File: src/rtl/rsc_pkg.sv
// Shared types for the dual-mode register state controller.
// Assumes: status byte layout C=bit0, X=bit4, M=bit5.
package rsc_pkg;
    typedef enum logic [2:0] {
        OP_NONE = 3'd0,
        OP_INT  = 3'd1,
        OP_XCE  = 3'd2,
        OP_REP  = 3'd3,
        OP_SEP  = 3'd4,
        OP_PLP  = 3'd5,
        OP_WR   = 3'd6
    } op_e;

    localparam int BIT_C = 0;
    localparam int BIT_X = 4;
    localparam int BIT_M = 5;

    localparam logic [2:0] SEL_A  = 3'd0;
    localparam logic [2:0] SEL_X  = 3'd1;
    localparam logic [2:0] SEL_Y  = 3'd2;
    localparam logic [2:0] SEL_S  = 3'd3;
    localparam logic [2:0] SEL_PB = 3'd4;
    localparam logic [2:0] SEL_DB = 3'd5;
endpackage

File: src/rtl/rsc_cmd_decode.sv
// Command arbiter: picks the single command that takes effect this cycle.
// Assumes: strobes are single-cycle; fixed priority int > xce > rep > sep > plp > wr.
module rsc_cmd_decode
    import rsc_pkg::*;
(
    input  logic int_cmd,
    input  logic xce_cmd,
    input  logic rep_cmd,
    input  logic sep_cmd,
    input  logic plp_cmd,
    input  logic wr_en,
    output op_e  op
);
    // Fixed-priority selection of the active command.
    always_comb begin
        if (int_cmd)      op = OP_INT;
        else if (xce_cmd) op = OP_XCE;
        else if (rep_cmd) op = OP_REP;
        else if (sep_cmd) op = OP_SEP;
        else if (plp_cmd) op = OP_PLP;
        else if (wr_en)   op = OP_WR;
        else              op = OP_NONE;
    end
endmodule

File: src/rtl/rsc_status.sv
// Status flag unit: holds C, M, X, E and the MX qualifier.
// Assumes: op is already arbitrated; emulation mode pins M and X to 1.
module rsc_status
    import rsc_pkg::*;
#(
    parameter int SB_W = 8
) (
    input  logic            clk,
    input  logic            rst_n,
    input  op_e             op,
    input  logic [SB_W-1:0] opnd,
    output logic            c_q,
    output logic            m_q,
    output logic            x_q,
    output logic            e_q,
    output logic            enter_emu,
    output logic            mx_valid
);
    logic upd_q;
    logic unused_opnd;

    assign unused_opnd = ^{opnd[SB_W-1:BIT_M+1], opnd[BIT_X-1:BIT_C+1]};

    // Exchange that takes the core from native into emulation mode.
    assign enter_emu = (op == OP_XCE) && !e_q && c_q;

    // Flag register updates per command and mode.
    always_ff @(posedge clk) begin
        if (!rst_n) begin
            c_q <= 1'b0;
            m_q <= 1'b1;
            x_q <= 1'b1;
            e_q <= 1'b1;
        end else begin
            unique case (op)
                OP_XCE: begin
                    e_q <= c_q;
                    c_q <= e_q;
                    if (enter_emu) begin
                        m_q <= 1'b1;
                        x_q <= 1'b1;
                    end
                end
                OP_REP: begin
                    c_q <= c_q & ~opnd[BIT_C];
                    if (!e_q) begin
                        m_q <= m_q & ~opnd[BIT_M];
                        x_q <= x_q & ~opnd[BIT_X];
                    end
                end
                OP_SEP: begin
                    c_q <= c_q | opnd[BIT_C];
                    if (!e_q) begin
                        m_q <= m_q | opnd[BIT_M];
                        x_q <= x_q | opnd[BIT_X];
                    end
                end
                OP_PLP: begin
                    c_q <= opnd[BIT_C];
                    if (!e_q) begin
                        m_q <= opnd[BIT_M];
                        x_q <= opnd[BIT_X];
                    end
                end
                default: ;
            endcase
        end
    end

    // Marks the cycle following a status update as MX-invalid.
    always_ff @(posedge clk) begin
        if (!rst_n) upd_q <= 1'b0;
        else        upd_q <= (op == OP_REP) || (op == OP_SEP) || (op == OP_PLP);
    end

    assign mx_valid = !upd_q;
endmodule

File: src/rtl/rsc_regfile.sv
// Word registers: accumulator, X, Y and stack pointer.
// Assumes: flags are the values before this cycle's update; one op per cycle.
module rsc_regfile
    import rsc_pkg::*;
#(
    parameter int               WORD_W    = 16,
    parameter logic [WORD_W-1:0] RESET_SP = 16'h01FF,
    parameter logic [WORD_W/2-1:0] EMU_PAGE = 8'h01
) (
    input  logic              clk,
    input  logic              rst_n,
    input  op_e               op,
    input  logic              enter_emu,
    input  logic              flag_x,
    input  logic              flag_e,
    input  logic [2:0]        wr_sel,
    input  logic [WORD_W-1:0] wr_data,
    output logic [WORD_W-1:0] a_q,
    output logic [WORD_W-1:0] x_q,
    output logic [WORD_W-1:0] y_q,
    output logic [WORD_W-1:0] s_q
);
    localparam int BYTE_W = WORD_W / 2;

    logic [WORD_W-1:0] idx_wdata;
    logic [WORD_W-1:0] stk_wdata;
    logic              wr_act;

    assign wr_act    = (op == OP_WR);
    // Narrow index writes while X is set; stack page pinned in emulation.
    assign idx_wdata = flag_x ? {{BYTE_W{1'b0}}, wr_data[BYTE_W-1:0]} : wr_data;
    assign stk_wdata = flag_e ? {EMU_PAGE, wr_data[BYTE_W-1:0]} : wr_data;

    // Accumulator: only plain writes touch it.
    always_ff @(posedge clk) begin
        if (!rst_n)                         a_q <= '0;
        else if (wr_act && wr_sel == SEL_A) a_q <= wr_data;
    end

    // Index registers: writes, and high-byte clear on emulation entry.
    always_ff @(posedge clk) begin
        if (!rst_n) begin
            x_q <= '0;
            y_q <= '0;
        end else if (enter_emu) begin
            x_q[WORD_W-1:BYTE_W] <= '0;
            y_q[WORD_W-1:BYTE_W] <= '0;
        end else if (wr_act) begin
            if (wr_sel == SEL_X) x_q <= idx_wdata;
            if (wr_sel == SEL_Y) y_q <= idx_wdata;
        end
    end

    // Stack pointer: writes, and page forced on emulation entry.
    always_ff @(posedge clk) begin
        if (!rst_n)                         s_q <= RESET_SP;
        else if (enter_emu)                 s_q[WORD_W-1:BYTE_W] <= EMU_PAGE;
        else if (wr_act && wr_sel == SEL_S) s_q <= stk_wdata;
    end
endmodule

File: src/rtl/rsc_bank.sv
// Bank registers and the saved-program-bank push request.
// Assumes: flag_e is the mode before this cycle's update.
module rsc_bank
    import rsc_pkg::*;
#(
    parameter int WORD_W = 16
) (
    input  logic                clk,
    input  logic                rst_n,
    input  op_e                 op,
    input  logic                flag_e,
    input  logic [2:0]          wr_sel,
    input  logic [WORD_W-1:0]   wr_data,
    output logic [WORD_W/2-1:0] pbr_q,
    output logic [WORD_W/2-1:0] dbr_q,
    output logic                push_req,
    output logic [WORD_W/2-1:0] push_data
);
    localparam int BYTE_W = WORD_W / 2;

    logic unused_hi;
    assign unused_hi = ^wr_data[WORD_W-1:BYTE_W];

    // Program and data bank updates from writes and interrupt entry.
    always_ff @(posedge clk) begin
        if (!rst_n) begin
            pbr_q <= '0;
            dbr_q <= '0;
        end else if (op == OP_INT) begin
            pbr_q <= '0;
            if (flag_e) dbr_q <= '0;
        end else if (op == OP_WR) begin
            if (wr_sel == SEL_PB) pbr_q <= wr_data[BYTE_W-1:0];
            if (wr_sel == SEL_DB) dbr_q <= wr_data[BYTE_W-1:0];
        end
    end

    // One-cycle push request carrying the replaced program bank (native only).
    always_ff @(posedge clk) begin
        if (!rst_n) begin
            push_req  <= 1'b0;
            push_data <= '0;
        end else begin
            push_req <= (op == OP_INT) && !flag_e;
            if ((op == OP_INT) && !flag_e) push_data <= pbr_q;
        end
    end
endmodule

File: src/rtl/dual_mode_regstate.sv
// Top: architectural register state with native/emulation mode side effects.
// Assumes: commands are single-cycle strobes; collisions resolved by priority.
module dual_mode_regstate
    import rsc_pkg::*;
#(
    parameter int                  WORD_W   = 16,
    parameter logic [WORD_W-1:0]   RESET_SP = 16'h01FF,
    parameter logic [WORD_W/2-1:0] EMU_PAGE = 8'h01
) (
    input  logic                clk,
    input  logic                rst_n,
    input  logic                int_cmd,
    input  logic                xce_cmd,
    input  logic                rep_cmd,
    input  logic                sep_cmd,
    input  logic                plp_cmd,
    input  logic [7:0]          stat_opnd,
    input  logic                wr_en,
    input  logic [2:0]          wr_sel,
    input  logic [WORD_W-1:0]   wr_data,
    output logic [WORD_W-1:0]   a_q,
    output logic [WORD_W-1:0]   x_q,
    output logic [WORD_W-1:0]   y_q,
    output logic [WORD_W-1:0]   s_q,
    output logic [WORD_W/2-1:0] pbr_q,
    output logic [WORD_W/2-1:0] dbr_q,
    output logic                flag_c,
    output logic                flag_m,
    output logic                flag_x,
    output logic                flag_e,
    output logic [1:0]          mx_bits,
    output logic                mx_valid,
    output logic                push_req,
    output logic [WORD_W/2-1:0] push_data
);
    op_e  op;
    logic enter_emu;

    rsc_cmd_decode u_dec (
        .int_cmd (int_cmd),
        .xce_cmd (xce_cmd),
        .rep_cmd (rep_cmd),
        .sep_cmd (sep_cmd),
        .plp_cmd (plp_cmd),
        .wr_en   (wr_en),
        .op      (op)
    );

    rsc_status #(.SB_W(8)) u_stat (
        .clk       (clk),
        .rst_n     (rst_n),
        .op        (op),
        .opnd      (stat_opnd),
        .c_q       (flag_c),
        .m_q       (flag_m),
        .x_q       (flag_x),
        .e_q       (flag_e),
        .enter_emu (enter_emu),
        .mx_valid  (mx_valid)
    );

    rsc_regfile #(.WORD_W(WORD_W), .RESET_SP(RESET_SP), .EMU_PAGE(EMU_PAGE)) u_regs (
        .clk       (clk),
        .rst_n     (rst_n),
        .op        (op),
        .enter_emu (enter_emu),
        .flag_x    (flag_x),
        .flag_e    (flag_e),
        .wr_sel    (wr_sel),
        .wr_data   (wr_data),
        .a_q       (a_q),
        .x_q       (x_q),
        .y_q       (y_q),
        .s_q       (s_q)
    );

    rsc_bank #(.WORD_W(WORD_W)) u_bank (
        .clk       (clk),
        .rst_n     (rst_n),
        .op        (op),
        .flag_e    (flag_e),
        .wr_sel    (wr_sel),
        .wr_data   (wr_data),
        .pbr_q     (pbr_q),
        .dbr_q     (dbr_q),
        .push_req  (push_req),
        .push_data (push_data)
    );

    // MX status output mirrors the width flags.
    assign mx_bits = {flag_m, flag_x};
endmodule

File: config.mk
export PLATFORM = sky130hd
export DESIGN_NAME = dual_mode_regstate
export DESIGN_NICKNAME = d
export VERILOG_FILES = /design/src/rtl/rsc_pkg.sv /design/src/rtl/rsc_cmd_decode.sv /design/src/rtl/rsc_status.sv /design/src/rtl/rsc_regfile.sv /design/src/rtl/rsc_bank.sv /design/src/rtl/dual_mode_regstate.sv
export SDC_FILE = /design/constraint.sdc
export NUM_CORES = 1
export LEC_CHECK = 0
export ABC_AREA = 1
export BUFFER_PORTS_ARGS = -buffer_cell sky130_fd_sc_hd__buf_2
export CORE_MARGIN = 1.5
export CORE_UTILIZATION = 35
export CTS_CLUSTER_DIAMETER = 50
export DETAILED_ROUTE_END_ITERATION = 16
export HOLD_SLACK_MARGIN = 0.08
export PLACE_DENSITY = 0.69
export SLEW_MARGIN = 15
export SYNTH_ARGS = -nofsm -noshare
export SYNTH_HDL_FRONTEND = slang
export SYNTH_HIERARCHICAL = 1
export SYNTH_SLANG_ARGS = --single-unit
File: constraint.sdc
create_clock -name clk -period 3.1 [get_ports clk]
set_clock_uncertainty 0.1 [all_clocks]
set_input_delay 0.155 -clock clk [delete_from_list [all_inputs] [get_ports clk]]
set_output_delay 0.155 -clock clk [all_outputs]
set_load 0.03 [all_outputs]
==> out/metrics.csv <==
stage,metric,value,unit
worst_setup_path,crit_required,3.23,ns
layout,syn_to_final_growth,26.8,%
power,peakVddDrop,0.000340,V
logic_synthesis,yosysTopAreaCellShare,45.8,%
clock_tree,postCtsSetupBuffers,0,
worst_setup_path,crit_fanout,18,
sta,layout_setup_ws,1.19,ns
power,p_switching,0.615,mW
sta,max_freq,522,MHz
placed_design,dpl_cell_area,0.00483,mm2
placed_design,post-place-ws,0.814,ns
worst_setup_path,worst-setup-path-type,input port to flop,
sta,hold_ws,0.107,ns
floorplan,coreArea,0.0114,mm2
power,sw_frac_of_total,24.3,%
layout,nets,746,
logic_synthesis,syn_area,0.00411,mm2
clock_tree,clkSinkCount,94,
drt,drt_iter0_markers,278,
drt,wirelength,11000,um
clock_tree,cts_buffers,9,
drt,vias,3904,
clock_tree,htree_levels,3,
logic_synthesis,synth_top_flop_cell,dfxtp_1,
sta,relSlewSlack,57.4,%
floorplan,io_pins,131,
logic_synthesis,ys_top_cells_by_count,"nor2_1, nand2_1, dfxtp_1",
layout,final_area,0.00521,mm2
clock_tree,clockRootBuffer,clkbuf_16,
sta,rsz0062_at_grt,false,
sta,setup_tns,0,ns
clock_tree,clk_pin_slew,0.06,ns
drt,drt_pre_antenna_iters,4,
logic_synthesis,synth.area.top_cells,"dfxtp_1, nor2_1, nand2_1",
sta,final-hold-violation-count,0,
worst_setup_path,arrival,2.04,ns
flow_run,cap_viol_max_count,0,
min_path,min_path_type,input port to flop,
clock_tree,ctsHoldBuffers,9,
floorplan,num_rows,39,
grt,antenna_found_initial,0,
clock_tree,clk_latency,0.33,ns
logic_synthesis,async_reset_ff_share,0,%
floorplan,fp.dieH,111,um
power,p_seq_share,48.5,%
floorplan,die_area,0.0124,mm2
power,share_comb_of_total_power,8.8,%
worst_setup_path,cp-start-kind,input port,
sta,layout_min_cycle_time,1.91,ns
sta,fin_crit_sh,61.8,%
logic_synthesis,syn_nets,617,
clock_tree,cts_tree,done,
sta,worst_pin_slew,0.637,ns
grt,grt_pass1_vias,3527,
logic_synthesis,post-synth-top-count-cell,nor2_1,
placed_design,portBuffers,125,
power,p_per_area,486,mW/mm2
grt,grt_usage,18.0,%
logic_synthesis,synth-edff-count,0,
floorplan,initial_core_util,36.0,%
logic_synthesis,ys_types,33,
floorplan,fp.dieW,111,um
grt,grt_pass1_wl,17900,um
worst_setup_path,end_kind,flop,
drt,ant_nets,0,
sta,finalSetupViolCount,0,
power,power_leakage,2.72,nW
logic_synthesis,synth_area_per_cell,7.06,um2
outcome,status,completed,
placed_design,dp_hpwl,7940,um
logic_synthesis,yosys.area.top_type,dfxtp_1,
grt,grt_max_degree,40,
placed_design,routabilityCongestion,0.837,
clock_tree,cts_resized,0,
logic_synthesis,ys_seq_area_share,45.8,%
grt,grt.overflow.total,0,
drt,detail_route.wl_per_cell,12.8,um
layout,antenna_cells,0,
sta,report.final.slew_viol_count,0,
power,p_clk_share,42.7,%
drt,vias_per_cell,4.54,
worst_setup_path,r2r_slack,1.30,ns
logic_synthesis,ys_ff_latch,94,
power,p_int,1.92,mW
drt,drc,0,
layout,drive_above_1_share,25.6,%
logic_synthesis,synth-warning-count,6,
logic_synthesis,syn_inst,582,
clock_tree,clockBufferDepth,2,
-- critical path: stages --
cell and delay, ns:
buf_2 0.11, nor2_1 0.10, nand2_1 0.06, a21oi_1 0.13, buf_4 0.17, inv_2 0.05, nor2_2 0.11, inv_2 0.07
nor2_2 0.10, nand2_1 0.09, nor2_1 0.22, clkinv_1 0.12, buf_4 0.21, nand2_1 0.12, nor2_4 0.07, nor2_1 0.10
nor2_1 0.05
-- flip-flops by register name (all words and copies together), names as in the netlist --
| signal | flops |
|---|---|
| u_bank/dbr_q | 8 |
| u_bank/pbr_q | 8 |
| u_bank/push_data | 8 |
| u_stat/e_q | 1 |
| u_regs/a_q | 16 |
| u_stat/upd_q | 1 |
| u_regs/y_q | 16 |
| u_stat/m_q | 1 |
| u_stat/c_q | 1 |
| u_bank/push_req | 1 |
| u_regs/s_q | 16 |
| u_stat/x_q | 1 |
| u_regs/x_q | 16 |
-- stage by stage --
step | util, % | power, mW | instances
detailed placement | 42.3 | 1.47 | 834
CTS | 45.6 | 2.56 | 859
global route | 45.6 | 2.65 | 859
global placement | 42.3 | 1.47 | 834
floorplan | - | 1.40 | 582
finish | 45.6 | 2.53 | 859
-- power groups by stage --
stage	combinational, mW	sequential [mW]	clock, mW
6_report	0.223	1.23	1.08
3_5_place_dp	0.213	1.26	0
3_3_place_gp	0.211	1.26	0
5_1_grt	0.248	1.23	1.18
4_1_cts	0.222	1.23	1.11
2_1_floorplan	0.131	1.27	0
-- logic make-up after synthesis --
| kind of cell | share of synthesized area, % |
|---|---|
| compound gates | 6.03 |
| buf+inv | 8.34 |
| flops | 45.8 |
| simple gates | 39.8 |
-- worst paths after layout --
check | startpoint | endpoint | cells past startpoint
worst max-delay path | sep_cmd | u_regs/x_q[1]$_SDFFE_PN0P_ | 17
worst min-delay path | wr_data[14] | u_regs/a_q[14]$_SDFFE_PN0P_ | 5
worst max register to register | u_stat/e_q$_SDFFE_PN1N_ | u_regs/y_q[7]$_SDFFE_PN0P_ | 6
worst min register to register | u_regs/s_q[4]$_SDFFE_PN1P_ | u_regs/s_q[4]$_SDFFE_PN1P_ | 2
-- placed cells by master (no fill, tap or decap) --
cell / synthesis / routed
buf_4: 3 / 5
a21oi_1: 1 / 1
bufinv_16: 0 / 1
clkinv_1: 1 / 1
nand2_1: 109 / 109
o21ai_1: 13 / 13
nand2_4: 5 / 5
nor2_8: 2 / 2
dfxtp_1: 94 / 94
nor2_4: 4 / 4
buf_2: 6 / 125
nand4_1: 17 / 17
dlygate4sd3_1: 0 / 9
o211ai_1: 1 / 1
o21ai_0: 25 / 25
a21boi_0: 3 / 3
nor3_4: 1 / 1
inv_6: 0 / 2
nand3_1: 42 / 42
nand2_2: 6 / 6
clkinv_2: 1 / 3
nor3_1: 1 / 1
nor2_1: 164 / 164
inv_1: 47 / 47
o21bai_1: 2 / 2
nand3b_2: 1 / 1
nand3_2: 2 / 2
clkbuf_16: 0 / 9
clkbuf_1: 3 / 2
inv_2: 7 / 7
a21boi_1: 1 / 1
nor2_2: 9 / 9
clkinv_4: 1 / 1
nand3b_1: 1 / 1
-- layer usage --
| metal | share of wire (%) | track usage (%) |
|---|---|---|
| met1 | 47 | 24.5 |
| met2 | 48 | 28.5 |
| met3 | 4.5 | 3.38 |
| met4 | 0.96 | 6.84 |
| met5 | 0 | 0 |
-- cell type report --
type,count,area [um2]
clock inverter,5,57.6
inverter,57,220
timing repair buffer,139,753
tap,143,179
multi-input combinational,410,1880
fill,1196,6210
clock buffer,11,233
sequential,94,1880
No activity file was read; power rests on OpenSTA's default activity.
